## config.mk

```make
export PLATFORM = sky130hd
export DESIGN_NAME = boundary_servo
export DESIGN_NICKNAME = d
export VERILOG_FILES = /design/src/rtl/servo_pkg.sv /design/src/rtl/servo_steer.sv /design/src/rtl/servo_settle.sv /design/src/rtl/servo_average.sv /design/src/rtl/boundary_servo.sv
export SDC_FILE = /design/constraint.sdc
export NUM_CORES = 1
export LEC_CHECK = 0
export CORE_MARGIN = 4
export CORE_UTILIZATION = 57
export DETAILED_ROUTE_END_ITERATION = 6
export PLACE_DENSITY = 0.86
export SLEW_MARGIN = 10
export SYNTH_ARGS = -nofsm -noshare
export SYNTH_HDL_FRONTEND = slang
export SYNTH_SLANG_ARGS = --single-unit
```

## constraint.sdc

```tcl
create_clock -name clk -period 5.4 [get_ports clk]
set_clock_uncertainty 0.1 [all_clocks]
set_input_delay 1.62 -clock clk [delete_from_list [all_inputs] [get_ports clk]]
set_output_delay 1.62 -clock clk [all_outputs]
set_load 0.03 [all_outputs]
```

## src/rtl/servo_pkg.sv

```systemverilog
package servo_pkg;
  typedef enum logic {
    STEP_DOWN = 1'b0,
    STEP_UP   = 1'b1
  } step_dir_e;

  function automatic int unsigned level_max(input int unsigned code_w,
                                            input int unsigned sub_per_lsb);
    return (32'd1 << code_w) * sub_per_lsb - 1;
  endfunction
endpackage

```

## src/rtl/servo_steer.sv

```systemverilog
module servo_steer
  import servo_pkg::*;
#(
  parameter int CODE_W  = 8,
  parameter int LVL_MAX = 2559,
  parameter int INT_W   = 12
) (
  input  logic              clk,
  input  logic              rst_n,
  input  logic              accept,
  input  logic              restart,
  input  logic [CODE_W-1:0] code,
  input  logic [CODE_W-1:0] target,
  output step_dir_e         dir_o,
  output logic              up_o,
  output logic              dn_o,
  output logic [INT_W-1:0]  level_o,
  output logic              oor_o
);
  localparam logic [INT_W-1:0] TOP = INT_W'(LVL_MAX);

  logic at_top, at_bot, pinned;

  always_comb begin
    dir_o  = (code < target) ? STEP_UP : STEP_DOWN;
    at_top = (level_o == TOP);
    at_bot = (level_o == '0);
    pinned = (dir_o == STEP_UP) ? at_top : at_bot;
  end

  always_ff @(posedge clk) begin
    if (!rst_n) begin
      level_o <= '0;
      up_o    <= 1'b0;
      dn_o    <= 1'b0;
      oor_o   <= 1'b0;
    end else begin
      if (accept) begin
        up_o <= (dir_o == STEP_UP);
        dn_o <= (dir_o == STEP_DOWN);
        if (!pinned) begin
          if (dir_o == STEP_UP) level_o <= level_o + 1'b1;
          else                  level_o <= level_o - 1'b1;
        end
      end
      if (restart)               oor_o <= 1'b0;
      else if (accept && pinned) oor_o <= 1'b1;
    end
  end

  assert_one_path_R2: assert property (@(posedge clk) disable iff (!rst_n)
    accept |=> ($countones({up_o, dn_o}) == 1));

  assert_idle_hold_R9: assert property (@(posedge clk) disable iff (!rst_n)
    !accept |=> ($stable(level_o) && $stable(up_o) && $stable(dn_o)));

  assert_unit_step_R3: assert property (@(posedge clk) disable iff (!rst_n)
    accept |=> (level_o == $past(level_o) + 1'b1 || level_o == $past(level_o) - 1'b1
                || $stable(level_o)));

  assert_level_bound_R4: assert property (@(posedge clk) disable iff (!rst_n)
    level_o <= TOP);

  assert_oor_at_limit_R5: assert property (@(posedge clk) disable iff (!rst_n)
    $rose(oor_o) |-> ($past(level_o) == TOP || $past(level_o) == '0));
endmodule

```

## src/rtl/servo_settle.sv

```systemverilog
module servo_settle
  import servo_pkg::*;
#(
  parameter int REV_N   = 16,
  parameter int RUN_MAX = 4
) (
  input  logic      clk,
  input  logic      rst_n,
  input  logic      accept,
  input  logic      restart,
  input  step_dir_e dir,
  output logic      settled_o
);
  localparam int REV_W = $clog2(REV_N + 1);
  localparam int RUN_W = $clog2(RUN_MAX + 2);
  localparam logic [REV_W-1:0] REV_FULL = REV_W'(REV_N);
  localparam logic [RUN_W-1:0] RUN_LIM  = RUN_W'(RUN_MAX);

  logic [REV_W-1:0] rev_cnt;
  logic [RUN_W-1:0] run_cnt;
  logic             have_prev;
  step_dir_e        prev_dir;
  logic             flips, run_over;

  always_comb begin
    flips     = have_prev && (dir != prev_dir);
    run_over  = have_prev && !flips && (run_cnt >= RUN_LIM);
    settled_o = (rev_cnt == REV_FULL);
  end

  always_ff @(posedge clk) begin
    if (!rst_n || restart) begin
      rev_cnt   <= '0;
      run_cnt   <= '0;
      have_prev <= 1'b0;
      prev_dir  <= STEP_DOWN;
    end else if (accept) begin
      have_prev <= 1'b1;
      prev_dir  <= dir;
      if (flips) begin
        run_cnt <= RUN_W'(1);
        if (rev_cnt != REV_FULL) rev_cnt <= rev_cnt + 1'b1;
      end else if (!have_prev) begin
        run_cnt <= RUN_W'(1);
      end else begin
        if (run_cnt <= RUN_LIM) run_cnt <= run_cnt + 1'b1;
        if (run_over) rev_cnt <= '0;
      end
    end
  end

  assert_settle_on_accept_R6: assert property (@(posedge clk) disable iff (!rst_n)
    $rose(settled_o) |-> $past(accept));

  assert_long_run_drops_R6: assert property (@(posedge clk) disable iff (!rst_n)
    (accept && run_over && !restart) |=> !settled_o);
endmodule

```

## src/rtl/servo_average.sv

```systemverilog
module servo_average #(
  parameter int INT_W    = 12,
  parameter int AVG_LOG2 = 10
) (
  input  logic             clk,
  input  logic             rst_n,
  input  logic             accept,
  input  logic             restart,
  input  logic             settled,
  input  logic [INT_W-1:0] level,
  output logic [INT_W-1:0] mean_o,
  output logic             mean_valid_o
);
  localparam int ACC_W = INT_W + AVG_LOG2;

  logic [ACC_W-1:0]    acc;
  logic [ACC_W-1:0]    sum_next;
  logic [AVG_LOG2-1:0] cnt;

  assign sum_next = acc + ACC_W'(level);

  always_ff @(posedge clk) begin
    if (!rst_n) begin
      acc          <= '0;
      cnt          <= '0;
      mean_o       <= '0;
      mean_valid_o <= 1'b0;
    end else if (restart || !settled) begin
      acc          <= '0;
      cnt          <= '0;
      mean_valid_o <= 1'b0;
    end else if (accept) begin
      if (&cnt) begin
        mean_o       <= sum_next[ACC_W-1:AVG_LOG2];
        mean_valid_o <= 1'b1;
        acc          <= '0;
        cnt          <= '0;
      end else begin
        acc          <= sum_next;
        cnt          <= cnt + 1'b1;
        mean_valid_o <= 1'b0;
      end
    end else begin
      mean_valid_o <= 1'b0;
    end
  end

  assert_single_strobe_R7: assert property (@(posedge clk) disable iff (!rst_n)
    mean_valid_o |=> !mean_valid_o);

  assert_strobe_needs_settle_R7: assert property (@(posedge clk) disable iff (!rst_n)
    $rose(mean_valid_o) |-> $past(settled && accept));
endmodule

```

## src/rtl/boundary_servo.sv

```systemverilog
module boundary_servo
  import servo_pkg::*;
#(
  parameter int CODE_W      = 8,
  parameter int SUB_PER_LSB = 10,
  parameter int REV_N       = 16,
  parameter int RUN_MAX     = 4,
  parameter int AVG_LOG2    = 10,
  localparam int LVL_MAX    = int'(level_max(CODE_W, SUB_PER_LSB)),
  localparam int INT_W      = $clog2(LVL_MAX + 1)
) (
  input  logic              clk,
  input  logic              rst_n,
  input  logic [CODE_W-1:0] target_code,
  input  logic              code_valid,
  output logic              code_ready,
  input  logic [CODE_W-1:0] code_data,
  output logic              charge_up,
  output logic              charge_dn,
  output logic [INT_W-1:0]  integ_level,
  output logic              settled,
  output logic              out_of_range,
  output logic [INT_W-1:0]  mean_level,
  output logic              mean_valid
);
  logic [CODE_W-1:0] tgt_q;
  logic              accept, restart;
  step_dir_e         dir;

  always_ff @(posedge clk) begin
    if (!rst_n) begin
      code_ready <= 1'b0;
      tgt_q      <= '0;
    end else begin
      code_ready <= 1'b1;
      tgt_q      <= target_code;
    end
  end

  assign accept  = code_valid && code_ready;
  assign restart = (target_code != tgt_q);

  servo_steer #(.CODE_W(CODE_W), .LVL_MAX(LVL_MAX), .INT_W(INT_W)) u_steer (
    .clk(clk), .rst_n(rst_n), .accept(accept), .restart(restart),
    .code(code_data), .target(target_code), .dir_o(dir),
    .up_o(charge_up), .dn_o(charge_dn), .level_o(integ_level), .oor_o(out_of_range)
  );

  servo_settle #(.REV_N(REV_N), .RUN_MAX(RUN_MAX)) u_settle (
    .clk(clk), .rst_n(rst_n), .accept(accept), .restart(restart),
    .dir(dir), .settled_o(settled)
  );

  servo_average #(.INT_W(INT_W), .AVG_LOG2(AVG_LOG2)) u_avg (
    .clk(clk), .rst_n(rst_n), .accept(accept), .restart(restart),
    .settled(settled), .level(integ_level),
    .mean_o(mean_level), .mean_valid_o(mean_valid)
  );

  assert_ready_stays_R1: assert property (@(posedge clk) disable iff (!rst_n)
    code_ready |=> code_ready);

  assert_retarget_clears_R8: assert property (@(posedge clk) disable iff (!rst_n)
    (code_ready && restart) |=> (!settled && !out_of_range));
endmodule

```

==> results of run 1 <==
==> repair_timing <==
| item | 4_1_cts | 5_1_grt |
|---|---|---|
| gates resized for setup | 0 | 0 |
| setup endpoints to repair | 0 | 2 |
| buffers inserted | 0 | 3 |
==> power breakdown <==
group,switching (uW),internal (uW)
registers,23.5,597
logic,142,116
clock network,225,288
==> final cells by class <==
| class | count | area [sq um] | share of cell area [%] |
|---|---|---|---|
| sequential | 79 | 1580 | 29.9 |
| inverter | 25 | 93.8 | 1.77 |
| timing repair buffer | 59 | 563 | 10.6 |
| tap | 99 | 124 | 2.34 |
| clock buffer | 12 | 155 | 2.93 |
| clock inverter | 4 | 76.3 | 1.44 |
| multi-input combinational | 402 | 2690 | 50.9 |
==> through the flow <==
| stage | worst slack, ns | setup TNS [ns] |
|---|---|---|
| 3_3_place_gp | 0.0430 | 0 |
| 3_5_place_dp | -0.184 | -0.324 |
| 5_1_grt | 0.141 | 0 |
| 4_1_cts | 0.0884 | 0 |
| 6_report | 0.340 | 0 |
| 2_1_floorplan | 0.634 | 0 |
==> state kept, by name (all words and copies together) (netlist names) <==
signal and count:
tgt_q 8, u_avg.cnt 10, u_avg.mean_o 12, u_avg.acc 22, u_settle.rev_cnt 5, u_settle.run_cnt 3, u_steer.level_o 12, u_steer.oor_o 1
u_avg.mean_valid_o 1, u_steer.up_o 1, u_settle.prev_dir 1, u_steer.dn_o 1, u_settle.have_prev 1, code_ready 1
==> cells in the final DEF (no fill, tap or decap), types with 8 or more instances in the layout <==
| master | synthesis | final |
|---|---|---|
| or3_1 | 9 | 9 |
| o21ai_0 | 27 | 27 |
| nand4_1 | 11 | 11 |
| clkdlybuf4s50_1 | 0 | 48 |
| nor2_1 | 77 | 77 |
| a21oi_1 | 25 | 25 |
| clkbuf_8 | 0 | 11 |
| a31oi_1 | 8 | 8 |
| dfxtp_1 | 79 | 79 |
| a22oi_1 | 8 | 8 |
| xor2_1 | 19 | 19 |
| buf_4 | 0 | 11 |
| a211oi_1 | 9 | 9 |
| inv_1 | 25 | 25 |
| xnor2_1 | 24 | 24 |
| a21o_1 | 17 | 17 |
| nand3_1 | 20 | 20 |
| ha_1 | 34 | 34 |
| nand2_1 | 35 | 35 |
==> worst max-delay path by stage <==
stage,from,to,slack (ns),cells past startpoint
final,target_code[7],u_steer.level_o[11]$_SDFFE_PN0P_,0.34,14
after global routing,target_code[7],u_steer.level_o[11]$_SDFFE_PN0P_,0.14,14
after CTS,target_code[7],u_steer.level_o[11]$_SDFFE_PN0P_,0.09,13
after detailed placement,target_code[7],u_steer.level_o[11]$_SDFFE_PN0P_,-0.18,13
after global placement,target_code[7],u_steer.level_o[11]$_SDFFE_PN0P_,0.04,13
after floorplan,target_code[7],u_steer.level_o[11]$_SDFFE_PN0P_,0.63,11
==> metal layers <==
layer / track usage (%) / part of all wire (%) / up-vias / wire (um)
met5: 0 / 0 / - / 0
li1: - / - / 1961 / -
met2: 43.8 / 50 / 108 / 5340
met3: 6.12 / 5.2 / 25 / 552
met1: 28.2 / 42 / 1891 / 4480
met4: 9.11 / 2.1 / 0 / 227
==> critical path, cell delays in order <==
cell and delay [ns]:
clkdlybuf4s50_1 0.50, inv_1 0.07, ha_1 0.33, a41o_1 0.24, a21oi_1 0.23, o31ai_4 0.18, ha_1 0.36, a2111oi_0 0.52
buf_4 0.21, nand3_1 0.08, a41oi_1 0.28, xor2_1 0.13, or3_1 0.33, a21oi_1 0.18
==> cells by family (layout without fill, tap and decap cells) <==
kind of cell             Yosys count  count (layout)
AND/OR/NAND/NOR                  187             187
AO/OA/AOI/OAI                    127             127
XOR/XNOR                          43              43
adder cells (fa/ha/maj)           36              36
multiplexers                       9               9
buffers and inverters             42             100
flip-flops                        79              79
==> results by group, run 1 <==
GRT
  – Vias in the first global route: 3,951
  – Initial antenna violation count: 0
  – GRT Overall Usage: around a quarter
  – Largest net degree at the start of global routing: 24
  – Global route total overflow: 0
  – First-pass GRT wire length: roughly 18,000 um

STA
  – Setup violations, final: 0
  – Minimum clock period: 5.06 ns
  – Maximum clock frequency: 198 MHz
  – Slew HR: between 30% and 40%
  – Hold slack: ~0.39 ns
  – Final period utilization: 93.7%
  – Final Max Tran Viols: 0
  – RSZ-0062 raised after global routing: no
  – Actual slew at the worst max-slew pin: around 0.97 ns
  – Final hold violations: 0

Outcome
  – Status: completed

Logic synthesis
  – Top-count cell post-synth: dfxtp_1
  – Largest family of logic cells by synthesized area: simple AND/OR/NAND/NOR gates
  – Commonest cells post-synth: 79 x dfxtp_1, 77 x nor2_1, 35 x nand2_1, 34 x ha_1, 27 x o21ai_0
  – Simple-gate portion of the synthesized area: 20.0%
  – EDFF count, synth: 0
  – Adder-cell share of the synthesized area: between 10% and 20%
  – Yosys cell types: 58
  – Mapped Area: 0.00445 sq mm
  – Compound-Gate Fraction of Synth Area: 19.3%
  – #FFs+latches synth: 79
  – Synth Instances: 523
  – Mux contribution to synthesized area: around 2.2%
  – Ys Warns: 0
  – Syn_area_per_cell: ~8.5 sq um
  – Post-synth net total: 578
  – Post-synthesis xor/xnor area fraction: approximately 8.5%
  – Area leader, netlist: dfxtp_1
  – Post-synth ARST share: 0%
  – Most used DFF post-synth: dfxtp_1
  – Ranking of synthesized cells by area: dfxtp_1 36%, ha_1 9.6%, nor2_1 6.5%
  – Seq/Total Area, Yosys: 35.5%
  – Top-area cell type share of the netlist area: 35.5%

Flow run
  – Max-cap viol count: 0

Die
  – Die W: 96.4 um
  – Rows: 31
  – Die Y: 96.4 um
  – Die area: 0.00929 sq mm
  – Starting Density: 60.1%
  – Io pins: 49
  – Core area: 0.00741 sq mm

Clock tree
  – Maximum root-to-sink buffer count: 2
  – CTS Hold Bufs: 0
  – CTS clk-pin slew, worst paths: 0.09 ns
  – H-tree levels: 3
  – CTS tree: built
  – TritonCTS Buffers: 9
  – Root Buffer: clkbuf_8
  – Clk sinks: around 80
  – Skew-Pair Late Insertion Delay: 0.36 ns

Power and ir drop
  – Overall Power: around 1400 uW
  – Leak: 0.00216 uW
  – PwrDens: between 200 and 300 mW/mm^2
  – VDD IR-drop max: 0.202 mV

Place
  – Cells after DPL: 661
  – Gpl congestion: between 0.8 and 0.9
  – Port bufs: 48
  – Dpl cell area: roughly 0.0050 sq mm
  – DP HPWL: 7620 um

Worst setup path
  – CP max FO: 7
  – Critical path class: in2reg
  – FF-to-FF path depth: 8
  – Reg2Reg Setup Slack: approximately 2.2 ns
  – Crit path arrival time: 5.24 ns
  – Crit. End Element: flip-flop
  – CP startpoint kind: input pin
  – R2r startpoint: u_steer.level_o[6]$_SDFFE_PN0P_
  – Reg-to-reg endpoint: u_avg.mean_o[9]$_SDFFE_PN0P_
  – Critical Path RT: 5.58 ns

Detailed routing
  – DR WL/cell: 15.6 um
  – Routed Antenna Nets: 0
  – 1st-pass router iterations: 5
  – Drt initial violations: 202
  – Drc violations: 0
  – WL final: 10,600 um
  – Via-to-Cell Ratio: 5.86
  – Total number of vias: 3,985

Worst hold path
  – Worst hold path class: reg2reg
  – Worst Hold Path Cells: 2
  – Hold_sp: u_avg.acc[11]$_SDFFE_PP0P_
  – Worst Hold End: u_avg.acc[11]$_SDFFE_PP0P_

Finish
  – Fillers: 574
  – Ratio of cells with drive above 1 in the final layout: 7.06%
  – # nets final: 631
  – Area delta synth->final: 18.7%
  – Antenna cells: 0
  – Core Util, Final: slightly above 70%
  – Final Cell Area: about 0.0053 sq mm
  – Post-Layout Cell Count: 680
(Power assumes the default switching activity.)
==> run 2, diff against run 1 <==
Settings changed: CORE_UTILIZATION 57 to 65, DONT_BUFFER_PORTS set to 1.
Clock period 5.4 ns to 6.15 ns, I/O delays scaled along.
==> run 2 against run 1 <==
Effect of this change:
- count of clock-buffer cells in the layout down 3
- routed wire length down 3.3%
- worst setup slack better by 0.63 ns
- cell area down 11%
- worst hold slack worse by 0.016 ns
- clock power down 20%
- largest cell class unchanged
- combinational power down 38%
- power down 18%
- critical path depth down 3
- global-route usage up 0.90 points
- core utilization up 0.87 points
- register-to-register slack better by 0.47 ns
==> results by group, run 2 (synthesized netlist as in run 1, its figures left out) <==
Outcome
  – Status: completed

Worst setup path
  – Crit path arrival time: 5.37 ns (+0.13 ns)
  – Critical Path Most Common Cell: ha_1
  – Critical path class: in2reg
  – Crit path max-delay family: compound AO/OA/AOI/OAI gates
  – Crit. End Element: flip-flop
  – Slowest CP cell: a2111oi_0
  – CP startpoint kind: input pin
  – Critical Path RT: 6.34 ns (+0.76 ns)
  – Crit path largest cell delay: 0.75 ns (+0.23 ns)
  – Crit path cell chain: inv_1, ha_1, nand4_1, o31ai_4, ha_1, a2111oi_0, nand3_1, a41oi_1, xor2_1, or3_1, a21oi_1
  – Bufs and invs on worst path: 1 (-2)
  – CP max FO: 15 (+8)

Clock tree
  – Post CTS Setup Buffer Count: 0 (unchanged)
  – TritonCTS Buffers: 9 (unchanged)
  – Skew-Pair Late Insertion Delay: 0.37 ns (about the same)
  – Root Buffer: clkbuf_8
  – CTS Hold Bufs: 0 (unchanged)
  – CTS tree: built
  – Clk sinks: 79 (unchanged)
  – Resized cells post-CTS: 0 (unchanged)
  – H-tree levels: 3 (unchanged)
  – Maximum root-to-sink buffer count: 2 (unchanged)
  – CTS clk-pin slew, worst paths: 0.09 ns (about the same)

Detailed routing
  – Routed Antenna Nets: 0 (unchanged)
  – Total number of vias: 3,769 (-5.4%)
  – Drc violations: 0 (unchanged)
  – Drt initial violations: 210 (+4.0%)
  – WL final: 10,300 um (-3.3%)
  – Via-to-Cell Ratio: 6.27 (+7.0%)
  – DR WL/cell: 17.1 um (+9.4%)
  – 1st-pass router iterations: 5 (unchanged)

Finish
  – Most common cell after layout, fill and taps aside: dfxtp_1
  – Ratio of cells with drive above 1 in the final layout: 6.30% (-0.76 points)
  – Commonest cells after routing, fill and taps aside: 79 x dfxtp_1, 77 x nor2_1, 35 x nand2_1
  – Top Registers: u_avg.acc: 22 flops, u_avg.mean_o: 12 flops, u_steer.level_o: 12 flops
  – # nets final: 574 (-9.0%)
  – Antenna cells: 0 (unchanged)
  – Post-Layout Cell Count: 601 (-12%)
  – Largest reg by FF count: u_avg.acc
  – Area delta synth->final: 5.37%
  – Max FFs per register: 22 (unchanged)

Power and ir drop
  – VDD IR-drop max: 0.212 mV (+5.3%)
  – Leak: 0.00193 uW (-11%)
  – PwrDens: 242 mW/mm^2 (-7.9%)

STA
  – Maximum clock frequency: about 190 MHz
  – Sum Neg Setup Slack: 0 ns (unchanged)
  – Final hold violations: 0 (unchanged)
  – Final Max Tran Viols: 0 (unchanged)
  – Minimum clock period: 5.18 ns
  – Setup violations, final: 0 (unchanged)
  – Slew HR: 34.2% (-1.2 points)
  – Final period utilization: 84.2%
  – RSZ-0062 raised after global routing: no
  – Actual slew at the worst max-slew pin: 0.987 ns (+0.0182 ns)

Flow run
  – Max-cap viol count: 0 (unchanged)

Die
  – Io pins: 49 (unchanged)
  – Core area: 0.00649 sq mm (-12%)
  – Die area: 0.00824 sq mm (-11%)
  – Die Y: 90.8 um (-5.8%)
  – Die W: 90.8 um (-5.8%)
  – Rows: 29 (-6.5%)
  – Starting Density: 68.6% (+8.5 points)

Place
  – DP HPWL: 7480 um (-1.8%)
  – Port bufs: 0 (-100%)
  – Gpl congestion: 0.879 (-1.9%)
  – Cells after DPL: 585 (-11%)

Worst hold path
  – Worst hold path class: reg2reg

GRT
  – GRT Overall Usage: 25.4% (+0.90 points)
  – Largest net degree at the start of global routing: 25 (+4.2%)
  – First-pass GRT wire length: 17,300 um (-3.1%)
  – Global route total overflow: 0 (unchanged)
  – Initial antenna violation count: 0 (unchanged)
  – Vias in the first global route: 3,835 (-2.9%)
run 2: changes by cell type in the layout (fill, tap and decap cells not counted), moves of 2 or more:
cell,change
clkdlybuf4s50_1,-48
buf_4,-9
clkbuf_8,-2
inv_6,+2
run 2: power breakdown:
part           internal (uW)  switching [uW]  leakage, uW  total (uW)
registers                524            41.9     0.000641         566
logic                   68.9            91.2      0.00119         160
clock network            195             216    0.0000996         411
total                    788             349      0.00193        1140
run 2: through the flow:
stage,setup slack (ns),power (uW),instance area (sq um),util [%],hold WS (ns)
after floorplan,1.16,702,4450,-,0.329
after global placement,0.812,727,4480,69.0,0.342
after detailed placement,0.658,736,4480,69.0,0.350
after CTS,1.05,1140,4690,72.2,0.371
after global routing,0.701,1180,4690,72.2,0.401
final,0.970,1140,4690,72.2,0.372
run 2: routing by layer:
layer / vias to the layer above / GRT usage, % / share of wire [%]
met5: - / 0 / 0
met4: 0 / 11.6 / 2.6
met3: 26 / 4.92 / 5.0
met2: 100 / 46.1 / 51
met1: 1793 / 28.6 / 41
li1: 1850 / - / -
run 2: path summary, 6_finish.rpt:
check                                                   endpoint  cells after the start                             from  slack, ns
worst min-delay path                  u_avg.acc[10]$_SDFFE_PP0P_                      2       u_avg.acc[10]$_SDFFE_PP0P_       0.37
worst min register to register        u_avg.acc[10]$_SDFFE_PP0P_                      2       u_avg.acc[10]$_SDFFE_PP0P_       0.37
worst max-delay path            u_steer.level_o[11]$_SDFFE_PN0P_                     11                   target_code[7]       0.97
worst max register to register     u_avg.mean_o[11]$_SDFFE_PN0P_                      8  u_steer.level_o[6]$_SDFFE_PN0P_       2.63
run 2: worst register-to-register path: cells and delay by family, from the launching register on:
family	cells	cell delay [ns]
AND/OR/NAND/NOR	1	0.19
AO/OA/AOI/OAI	5	1.92
XOR/XNOR	1	0.20
adder cells (fa/ha/maj)	1	0.39
flip-flops	1	0.63
run 2: layout make-up:
class,count,area [sq um]
sequential,79,1580
clock buffer,9,124
multi-input combinational,402,2690
fill,501,1800
tap,77,96.3
clock inverter,7,87.6
inverter,25,93.8
timing repair buffer,2,15.0
